===== src/rtl/cdisp_pkg.sv =====
`timescale 1ns/1ps
package cdisp_pkg;

    typedef enum logic [2:0] {
        PH_IDLE,
        PH_SETUP,
        PH_STROBE,
        PH_HOLD,
        PH_RECOVER
    } phase_e;

    // ceiling division with a floor of one cycle
    function automatic int ns_to_cycles(input int ns, input int clk_ns);
        int c;
        c = (ns + clk_ns - 1) / clk_ns;
        if (c < 1) c = 1;
        return c;
    endfunction

    function automatic int imax(input int a, input int b);
        return (a > b) ? a : b;
    endfunction

endpackage


===== src/rtl/cdisp_span_timer.sv =====
`timescale 1ns/1ps
module cdisp_span_timer #(
    parameter int W = 4
) (
    input  logic         clk,
    input  logic         rst_n,
    input  logic         load_i,
    input  logic [W-1:0] value_i,
    output logic         expired_o
);
    logic [W-1:0] cnt_d, cnt_q;

    always_comb begin
        cnt_d = cnt_q;
        if (load_i)
            cnt_d = value_i;
        else if (cnt_q != '0)
            cnt_d = cnt_q - 1'b1;
    end

    always_ff @(posedge clk) begin
        if (!rst_n) cnt_q <= '0;
        else        cnt_q <= cnt_d;
    end

    assign expired_o = (cnt_q == '0);
endmodule


===== src/rtl/cdisp_read_latch.sv =====
`timescale 1ns/1ps
module cdisp_read_latch #(
    parameter int DATA_W = 8
) (
    input  logic              clk,
    input  logic              rst_n,
    input  logic              cap_i,
    input  logic [DATA_W-1:0] bus_i,
    output logic [DATA_W-1:0] data_o
);
    logic [DATA_W-1:0] data_d, data_q;

    always_comb begin
        data_d = data_q;
        if (cap_i) data_d = bus_i;
    end

    always_ff @(posedge clk) begin
        if (!rst_n) data_q <= '0;
        else        data_q <= data_d;
    end

    assign data_o = data_q;
endmodule


===== src/rtl/cdisp_bus_ctrl.sv =====
`timescale 1ns/1ps
module cdisp_bus_ctrl #(
    parameter int DATA_W    = 8,
    parameter int CLK_NS    = 10,
    parameter int T_CYC_NS  = 400,
    parameter int T_PW_NS   = 150,
    parameter int T_AS_NS   = 30,
    parameter int T_AH_NS   = 10,
    parameter int T_DSW_NS  = 40,
    parameter int T_DHW_NS  = 10,
    parameter int T_DD_NS   = 100,
    parameter int T_DHR_NS  = 20
) (
    input  logic              clk,
    input  logic              rst_n,
    input  logic              req_valid,
    input  logic              req_rs,
    input  logic              req_read,
    input  logic [DATA_W-1:0] req_wdata,
    output logic              busy,
    output logic              done,
    output logic [DATA_W-1:0] rd_data,
    output logic              lcd_rs,
    output logic              lcd_rw,
    output logic              lcd_e,
    output logic [DATA_W-1:0] lcd_db_out,
    output logic              lcd_db_oe,
    input  logic [DATA_W-1:0] lcd_db_in
);
    import cdisp_pkg::*;

    // cycle counts, ceiling rounded, at least one
    localparam int AS_C   = ns_to_cycles(T_AS_NS,  CLK_NS);
    localparam int AH_C   = ns_to_cycles(T_AH_NS,  CLK_NS);
    localparam int PW_C   = ns_to_cycles(T_PW_NS,  CLK_NS);
    localparam int DSW_C  = ns_to_cycles(T_DSW_NS, CLK_NS);
    localparam int DHW_C  = ns_to_cycles(T_DHW_NS, CLK_NS);
    localparam int DD_C   = ns_to_cycles(T_DD_NS,  CLK_NS);
    localparam int DHR_C  = ns_to_cycles(T_DHR_NS, CLK_NS);
    localparam int CYC_C  = ns_to_cycles(T_CYC_NS, CLK_NS);

    localparam int HI_W_C   = imax(PW_C, DSW_C);
    localparam int HI_R_C   = imax(PW_C, DD_C);
    localparam int HOLD_W_C = imax(AH_C, DHW_C);
    localparam int HOLD_R_C = imax(AH_C, DHR_C);
    localparam int PH_MAX   = imax(imax(AS_C, imax(HI_W_C, HI_R_C)), imax(HOLD_W_C, HOLD_R_C));
    localparam int PH_W     = $clog2(PH_MAX + 1);
    localparam int CY_W     = $clog2(CYC_C + 1);

    typedef struct packed {
        phase_e            ph;
        logic              rs;
        logic              rw;
        logic              e;
        logic [DATA_W-1:0] dout;
        logic              oe;
        logic              done;
    } regs_t;

    regs_t            r_d, r_q;
    logic             ph_load, ph_exp;
    logic [PH_W-1:0]  ph_val;
    logic             cy_load, cy_exp;
    logic             cap;

    always_comb begin
        r_d      = r_q;
        r_d.done = 1'b0;
        ph_load  = 1'b0;
        ph_val   = '0;
        cy_load  = 1'b0;
        cap      = 1'b0;
        unique case (r_q.ph)
            PH_IDLE: begin
                if (req_valid) begin
                    r_d.ph   = PH_SETUP;
                    r_d.rs   = req_rs;
                    r_d.rw   = req_read;
                    r_d.dout = req_wdata;
                    r_d.oe   = !req_read;
                    ph_load  = 1'b1;
                    ph_val   = PH_W'(AS_C - 1);
                end
            end
            PH_SETUP: begin
                if (ph_exp) begin
                    r_d.ph  = PH_STROBE;
                    r_d.e   = 1'b1;
                    ph_load = 1'b1;
                    ph_val  = r_q.rw ? PH_W'(HI_R_C - 1) : PH_W'(HI_W_C - 1);
                    cy_load = 1'b1;
                end
            end
            PH_STROBE: begin
                if (ph_exp) begin
                    r_d.ph  = PH_HOLD;
                    r_d.e   = 1'b0;
                    cap     = r_q.rw;
                    ph_load = 1'b1;
                    ph_val  = r_q.rw ? PH_W'(HOLD_R_C - 1) : PH_W'(HOLD_W_C - 1);
                end
            end
            PH_HOLD: begin
                if (ph_exp) begin
                    r_d.ph = PH_RECOVER;
                    r_d.rs = 1'b0;
                    r_d.rw = 1'b0;
                    r_d.oe = 1'b0;
                end
            end
            PH_RECOVER: begin
                if (cy_exp) begin
                    r_d.ph   = PH_IDLE;
                    r_d.done = 1'b1;
                end
            end
            default: r_d.ph = PH_IDLE;
        endcase
    end

    always_ff @(posedge clk) begin
        if (!rst_n) begin
            r_q      <= '0;
            r_q.ph   <= PH_IDLE;
        end else begin
            r_q <= r_d;
        end
    end

    cdisp_span_timer #(.W(PH_W)) u_phase_tmr (
        .clk       (clk),
        .rst_n     (rst_n),
        .load_i    (ph_load),
        .value_i   (ph_val),
        .expired_o (ph_exp)
    );

    cdisp_span_timer #(.W(CY_W)) u_cycle_tmr (
        .clk       (clk),
        .rst_n     (rst_n),
        .load_i    (cy_load),
        .value_i   (CY_W'(CYC_C - 1)),
        .expired_o (cy_exp)
    );

    cdisp_read_latch #(.DATA_W(DATA_W)) u_rd_latch (
        .clk    (clk),
        .rst_n  (rst_n),
        .cap_i  (cap),
        .bus_i  (lcd_db_in),
        .data_o (rd_data)
    );

    assign busy       = (r_q.ph != PH_IDLE);
    assign done       = r_q.done;
    assign lcd_rs     = r_q.rs;
    assign lcd_rw     = r_q.rw;
    assign lcd_e      = r_q.e;
    assign lcd_db_out = r_q.dout;
    assign lcd_db_oe  = r_q.oe;
endmodule


===== config.mk =====
export PLATFORM = sky130hd
export DESIGN_NAME = cdisp_bus_ctrl
export DESIGN_NICKNAME = d
export VERILOG_FILES = /design/src/rtl/cdisp_pkg.sv /design/src/rtl/cdisp_span_timer.sv /design/src/rtl/cdisp_read_latch.sv /design/src/rtl/cdisp_bus_ctrl.sv
export SDC_FILE = /design/constraint.sdc
export NUM_CORES = 1
export LEC_CHECK = 0
export ABC_AREA = 1
export ABC_CLOCK_PERIOD_IN_PS = 1700
export CORE_MARGIN = 2
export CORE_UTILIZATION = 40
export DETAILED_ROUTE_END_ITERATION = 10
export DONT_BUFFER_PORTS = 1
export GPL_TIMING_DRIVEN = 0
export PLACE_DENSITY = 0.61
export SYNTH_ARGS = -nofsm -noshare
export SYNTH_HDL_FRONTEND = slang
export SYNTH_SLANG_ARGS = --single-unit

===== constraint.sdc =====
create_clock -name clk -period 1.7 [get_ports clk]
set_clock_uncertainty 0.1 [all_clocks]
set_input_delay 0.085 -clock clk [delete_from_list [all_inputs] [get_ports clk]]
set_output_delay 0.085 -clock clk [all_outputs]
set_load 0.1 [all_outputs]

==> results.py, run 1 <==
metrics = {
    "logic_synthesis": {
        "synth_area_leaders": "dfxtp_1, nand2_1, nor2_1",
        "syn_area_um2": 1570,
        "synth.largest_area_cell": "dfxtp_1",
        "seq_area_frac_synth": 0.433,
        "syn_nets": 241,
        "async_flop_share": 0,
        "synth_cell_type_count": 27,
        "yosys.area.top_type_share": 0.433,
        "postSynthAreaPerCell_um2": 7.24,
        "synth_flop_cell": "dfxtp_1",
        "synth.yosys.warnings": 0,
        "synth-edff-count": 0,
        "synth_seq_cells": 34,
        "synth_cells": 217,
    },
    "pwr": {
        "p_leak_nw": 0.880,
        "p_per_area_nw_per_um2": 2180,
        "total_power_mw": 4.27,
        "internal_power_mw": 2.10,
        "ir_worst_vdd_mv": 0.958,
        "seqPwrFrac": 0.350,
        "switchingPower_mw": 2.17,
        "power_frac_comb": 0.480,
        "p_sw_frac": 0.509,
        "p_clk_frac": 0.170,
    },
    "clock_tree": {
        "max-clock-path-buffers": 2,
        "clock_sinks": 34,
        "h-tree-depth": 2,
        "clk_latency_ps": 280,
        "cts-buffers-inserted": 5,
        "cts_tree": "done",
        "postCtsSetupBuffers": 0,
        "clkTransAtPathRegs_ps": 70,
        "cts_root_buffer": "clkbuf_8",
    },
    "cells_and_area": {
        "layout_common_cells": "nand2_1, nor2_1, dfxtp_1",
        "drive_above_1_share": 0.131,
        "antennaDiodeCount": 0,
        "fin_util": 0.527,
        "stdcell_count": 292,
        "area_delta_synth_final_pct": 24.7,
        "nets": 267,
        "final_common_cell": "nand2_1",
    },
    "placed_design": {
        "dp_cells": 265,
        "portBuffers": 0,
        "hpwl_um": 2200,
        "place.gp.congestion": 0.805,
        "place_worst_setup_slack_ps": -103,
    },
    "routing": {
        "drc": 0,
        "routedWlPerCell_um": 11.2,
        "viasPerCell": 4.63,
        "dr.pass1.iters": 4,
        "routed_wl_um": 3260,
        "drtIter0Drc": 58,
        "vias": 1351,
        "antenna_left": 0,
    },
    "setup_path": {
        "cp_max_fo": 9,
        "r2r_cells": 8,
        "path_class": "reg -> reg",
        "r2r_start": "u_phase_tmr.cnt_q[0]",
        "end_kind": "flip-flop",
        "reg2reg_slack_ps": 160,
        "critPathRequiredTime_ps": 1780,
        "cp.arrival_ps": 1620,
        "rr_endpoint": "u_cycle_tmr.cnt_q[0]",
        "start_kind": "flip-flop",
    },
    "sta": {
        "layout_setup_ws_ps": 160,
        "setup_viol": 0,
        "worst_pin_slew_ps": 977,
        "slew_violations": 0,
        "hold_viol_final": 0,
        "min_period_ps": 1540,
        "relSlewSlack": 0.348,
        "max_freq_mhz": 649,
        "post-route-period-util": 0.906,
    },
    "run_status": {
        "status": "finished clean",
    },
    "job": {
        "maxCapViolations": 0,
    },
    "floorplanning": {
        "initial_core_util": 0.423,
        "dieArea_um2": 4450,
        "rows": 22,
        "io_pins": 43,
        "placeableCoreArea_um2": 3720,
        "die_w_um": 66.7,
        "chipHeight_um": 66.7,
    },
    "global_routing": {
        "grt_pass1_vias": 1328,
        "antenna_found_initial": 0,
        "grt.overflow.total": 0,
        "grt_pass1_wl_um": 5580,
        "grt_max_degree": 12,
        "grt_use_total": 0.164,
    },
    "min_path": {
        "hp-start": "req_valid",
        "hp-class": "in -> reg",
        "hold_depth": 4,
        "worstHoldEndpoint": "u_phase_tmr.cnt_q[1]",
    },
}
-- power groups by stage --
stage	Combinational [mW]	Sequential, mW	Clock (mW)
global placement	1.90	1.50	0
CTS	1.97	1.49	0.738
detailed placement	1.92	1.50	0
floorplan	1.70	1.47	0
global route	2.32	1.52	0.780
finish	2.05	1.49	0.726
-- metrics by stage --
step	hold slack [ps]	TNS (ps)	instance area (µm²)
after detailed placement	127	-892	1630
final	39.4	0	1960
after global placement	124	-624	1630
after global routing	64.1	-19.6	1960
after floorplan	121	0	1570
after CTS	40.2	0	1940
-- synthesized netlist by cell type, types with 2 or more instances --
| master | instances |
|---|---|
| nor3_1 | 2 |
| inv_2 | 2 |
| nand2_1 | 48 |
| nand4_1 | 2 |
| ha_1 | 3 |
| dfxtp_1 | 34 |
| nand3_1 | 11 |
| xnor2_1 | 4 |
| o21ai_0 | 13 |
| clkbuf_1 | 2 |
| nand2_2 | 3 |
| buf_4 | 8 |
| nor2_1 | 36 |
| a21oi_1 | 15 |
| nor2_2 | 2 |
| xor2_1 | 2 |
| inv_1 | 20 |
-- what timing repair did --
action / CTS / global route
endpoints found under the setup margin: 12 / 15
hold endpoints to repair: 25 / 0
hold buffers: 19 / 0
gates resized for setup: 2 / 4
pin swaps: 0 / 0
-- flip-flops by register name (all words and copies together), names as in the netlist --
register           flops
r_q                    3
u_rd_latch.data_o      8
lcd_db_out             8
done                   1
lcd_db_oe              1
lcd_rs                 1
u_cycle_tmr.cnt_q      6
u_phase_tmr.cnt_q      4
lcd_e                  1
lcd_rw                 1
-- layout make-up --
class	instances	area, µm²
buffer	11	72.6
clock buffer	6	72.6
clock inverter	2	37.5
fill	359	1760
inverter	23	88.8
multi-input combinational	149	756
sequential	34	682
tap	48	60.1
timing repair buffer	19	190
-- cells by family (layout without fill, tap and decap cells) --
family	count (synthesis)	after routing	share of synthesized area
XOR/XNOR	6	6	0.0334
flip-flops	34	34	0.433
buffers and inverters	34	61	0.103
AND/OR/NAND/NOR	110	110	0.311
AO/OA/AOI/OAI	30	30	0.0963
adder cells (fa/ha/maj)	3	3	0.0239
-- worst max path at each step --
stage                          from              endpoint
6_report       u_phase_tmr.cnt_q[0]  u_cycle_tmr.cnt_q[0]
5_1_grt        u_cycle_tmr.cnt_q[0]               r_q[15]
4_1_cts        u_cycle_tmr.cnt_q[0]               r_q[15]
3_5_place_dp                 lcd_rw  u_rd_latch.data_o[7]
3_3_place_gp                 lcd_rw  u_rd_latch.data_o[0]
2_1_floorplan                lcd_rw  u_rd_latch.data_o[0]
-- critical path, cell delays in order (launching register included) --
cell	delay [ps]
dfxtp_1	360
inv_1	70
ha_1	190
nand2_1	180
nor2_1	100
inv_2	150
nand2_1	70
o21ai_0	160
inv_1	50
-- routing by layer --
metal,GRT usage,part of all wire
met5,0,0
met4,0.0536,0.0052
met3,0.0473,0.049
met2,0.260,0.47
met1,0.215,0.48
No activity file was read; power rests on OpenSTA's default activity.
==> run 2, diff against run 1 <==
Settings changed: ABC_AREA 1 to not set, CORE_UTILIZATION 40 to 55, PLACE_DENSITY 0.61 to 0.77.
==> run 2 against run 1 <==
The flow now finishes with violations (setup timing). Fmax shrank 13%. Clock power shrank 36%. First-iteration DRC count is 19% lower. Critical path depth fell by 1. Routed wire length rose by 9.3%. Largest cell class unchanged.
==> results.py, run 2 <==
metrics = {
    "run_status": {
        "status": "finished, violations left",
        "violations": "setup timing",
    },
    "cells_and_area": {
        "area_delta_synth_final_pct": 26.7,
        "final_area_um2": 1950,
        "antennaDiodeCount": 0,
        "nets": 233,
        "fill_cells": 192,
        "drive_above_1_share": 0.233,
        "final_common_cell": "dfxtp_1",
        "layout_common_cells": "dfxtp_1, nand2_1, dlygate4sd3_1",
    },
    "logic_synthesis": {
        "synth.largest_area_cell": "dfxtp_1",
        "synth_cells": 178,
        "syn_area_um2": 1540,
        "synth_seq_cells": 34,
        "seq_area_frac_synth": 0.442,
        "synth_area_leaders": "dfxtp_1, nand2_1, a21oi_1",
        "syn_nets": 202,
        "synth.yosys.warnings": 0,
        "async_flop_share": 0,
        "yosysMostFrequentCell": "dfxtp_1",
        "yosys.area.top_type_share": 0.442,
        "synth_cell_type_count": 38,
        "postSynthAreaPerCell_um2": 8.65,
        "synth-edff-count": 0,
        "synthTopCellsByCount": "dfxtp_1, nand2_1, a21oi_1, nor2_1, mux2i_1",
        "synth_flop_cell": "dfxtp_1",
    },
    "clock_tree": {
        "clkTransAtPathRegs_ps": 110,
        "cts-buffers-inserted": 5,
        "clock_sinks": 34,
        "h-tree-depth": 2,
        "clk_latency_ps": 340,
        "cts_root_buffer": "clkbuf_4",
        "max-clock-path-buffers": 2,
        "cts_tree": "done",
    },
    "setup_path": {
        "end_kind": "flip-flop",
        "cp_max_fo": 5,
        "cp_cell_sequence": "inv_4, ha_4, nor3b_4, nand4_1, buf_6, mux2i_1, nor2_1",
        "path_class": "reg -> reg",
        "r2r_cells": 7,
        "critPathMaxStageDelay_ps": 360,
        "r2r_start": "u_phase_tmr.cnt_q[0]",
        "cpMaxStageDelayCell": "dfxtp_4",
        "rr_endpoint": "u_rd_latch.data_o[0]",
        "cp.arrival_ps": 1870,
        "critPathRequiredTime_ps": 1810,
        "reg2reg_slack_ps": -60,
        "start_kind": "flip-flop",
    },
    "placed_design": {
        "place.gp.congestion": 0.860,
        "portBuffers": 0,
        "hpwl_um": 2360,
        "post_dp_cell_area_um2": 1580,
        "place_worst_setup_slack_ps": -279,
    },
    "sta": {
        "hold_viol_final": 0,
        "slew_violations": 0,
        "layout_setup_ws_ps": -61.3,
        "setup_viol": 7,
        "post-route-period-util": 1.04,
        "rsz0062_at_grt": "yes",
        "fin_tns_setup_ps": -228,
        "worst_pin_slew_ps": 989,
        "relSlewSlack": 0.340,
        "max_freq_mhz": 568,
        "min_period_ps": 1760,
    },
    "floorplanning": {
        "die_w_um": 56.9,
        "dieArea_um2": 3240,
        "io_pins": 43,
        "placeableCoreArea_um2": 2710,
        "rows": 19,
        "initial_core_util": 0.568,
        "chipHeight_um": 56.9,
    },
    "min_path": {
        "hp-class": "in -> reg",
        "worstHoldEndpoint": "u_phase_tmr.cnt_q[1]",
        "hp-start": "req_valid",
        "hold_depth": 3,
    },
    "routing": {
        "drtIter0Drc": 47,
        "routedWlPerCell_um": 14.8,
        "vias": 1347,
        "routed_wl_um": 3560,
        "viasPerCell": 5.59,
        "antenna_left": 0,
        "dr.pass1.iters": 4,
        "drc": 0,
    },
    "pwr": {
        "p_per_area_nw_per_um2": 1900,
        "ir_worst_vdd_mv": 1.39,
        "p_leak_nw": 0.817,
    },
    "global_routing": {
        "antenna_found_initial": 0,
        "grt.overflow.total": 0,
        "grt_max_degree": 12,
        "grt_pass1_wl_um": 5950,
        "grt_pass1_vias": 1369,
        "grt_use_total": 0.244,
    },
    "job": {
        "maxCapViolations": 0,
    },
}
==> run 2: changes by cell type after synthesis, moves of 6 or more <==
cell     delta
inv_1      -13
mux2i_1     +9
nand2_1    -21
nand3_1     -6
nor2_1     -22
nor3_1      +6
o21ai_0     -7
==> run 2: power breakdown <==
part / leakage (nW) / total, mW / internal [mW] / switching (mW)
Clock: 0.0343 / 0.464 / 0.199 / 0.266
Combinational: 0.504 / 1.89 / 0.768 / 1.12
Sequential: 0.280 / 1.36 / 0.990 / 0.370
Total: 0.817 / 3.72 / 1.96 / 1.76
==> run 2: worst max-delay path by stage <==
stage,start,end,slack (ps),cells after the start
4_1_cts,u_phase_tmr.cnt_q[0],u_cycle_tmr.cnt_q[1],-20,6
5_1_grt,u_phase_tmr.cnt_q[0],u_rd_latch.data_o[1],-120,7
3_5_place_dp,u_phase_tmr.cnt_q[0],u_cycle_tmr.cnt_q[1],-280,6
2_1_floorplan,u_cycle_tmr.cnt_q[0],u_cycle_tmr.cnt_q[1],40,6
3_3_place_gp,u_phase_tmr.cnt_q[0],u_cycle_tmr.cnt_q[1],-200,6
6_report,u_phase_tmr.cnt_q[0],u_rd_latch.data_o[0],-60,7
==> run 2: cell families (layout without fill, tap and decap cells) <==
kind of cell	count (synthesis)	count (layout)	share of synthesized area
adder cells (fa/ha/maj)	3	3	0.0244
AND/OR/NAND/NOR	67	67	0.219
multiplexers	10	10	0.0659
AO/OA/AOI/OAI	35	35	0.138
flip-flops	34	34	0.442
XOR/XNOR	5	5	0.0285
buffers and inverters	24	56	0.0821
==> run 2: repair_timing <==
item	in CTS	in global routing
hold buffers	20	0
setup buffers	3	1
pin swaps	2	1
resized for setup	17	6
setup endpoints to repair	21	20
cloned	1	0
hold endpoints to repair	24	0
==> run 2: per-layer routing <==
layer | global-route usage | wire (µm)
met3 | 0.104 | 225
met5 | 0 | 0
met4 | 0.0731 | 53
met1 | 0.261 | 1490
met2 | 0.430 | 1800
==> run 2: stage by stage <==
step | hold slack, ps | instances | utilization | power, mW
3_5_place_dp | 111 | 209 | 0.583 | 2.91
3_3_place_gp | 109 | 209 | 0.583 | 2.84
4_1_cts | 18.9 | 240 | 0.707 | 3.61
2_1_floorplan | 105 | 178 | - | 2.67
5_1_grt | 10.4 | 241 | 0.720 | 3.98
6_report | 4.61 | 241 | 0.720 | 3.72
==> run 2: cell type report <==
type                    count  area, µm²  area share
inverters                   7       28.8      0.0148
plain buffers              16        103      0.0526
flip-flops and latches     34        687       0.352
multi-input cells         120        791       0.405
clock buffers               6       51.3      0.0263
repair buffers             25        239       0.123
clock inverters             2       12.5     0.00641
well taps                  31       38.8      0.0199
==> run 2: critical path, delay by kind of cell (launching register included) <==
kind,cells,cell delay (ps)
flops,1,360
buf+inv,2,280
simple gates,3,580
fa+ha+maj,1,130
mux,1,180
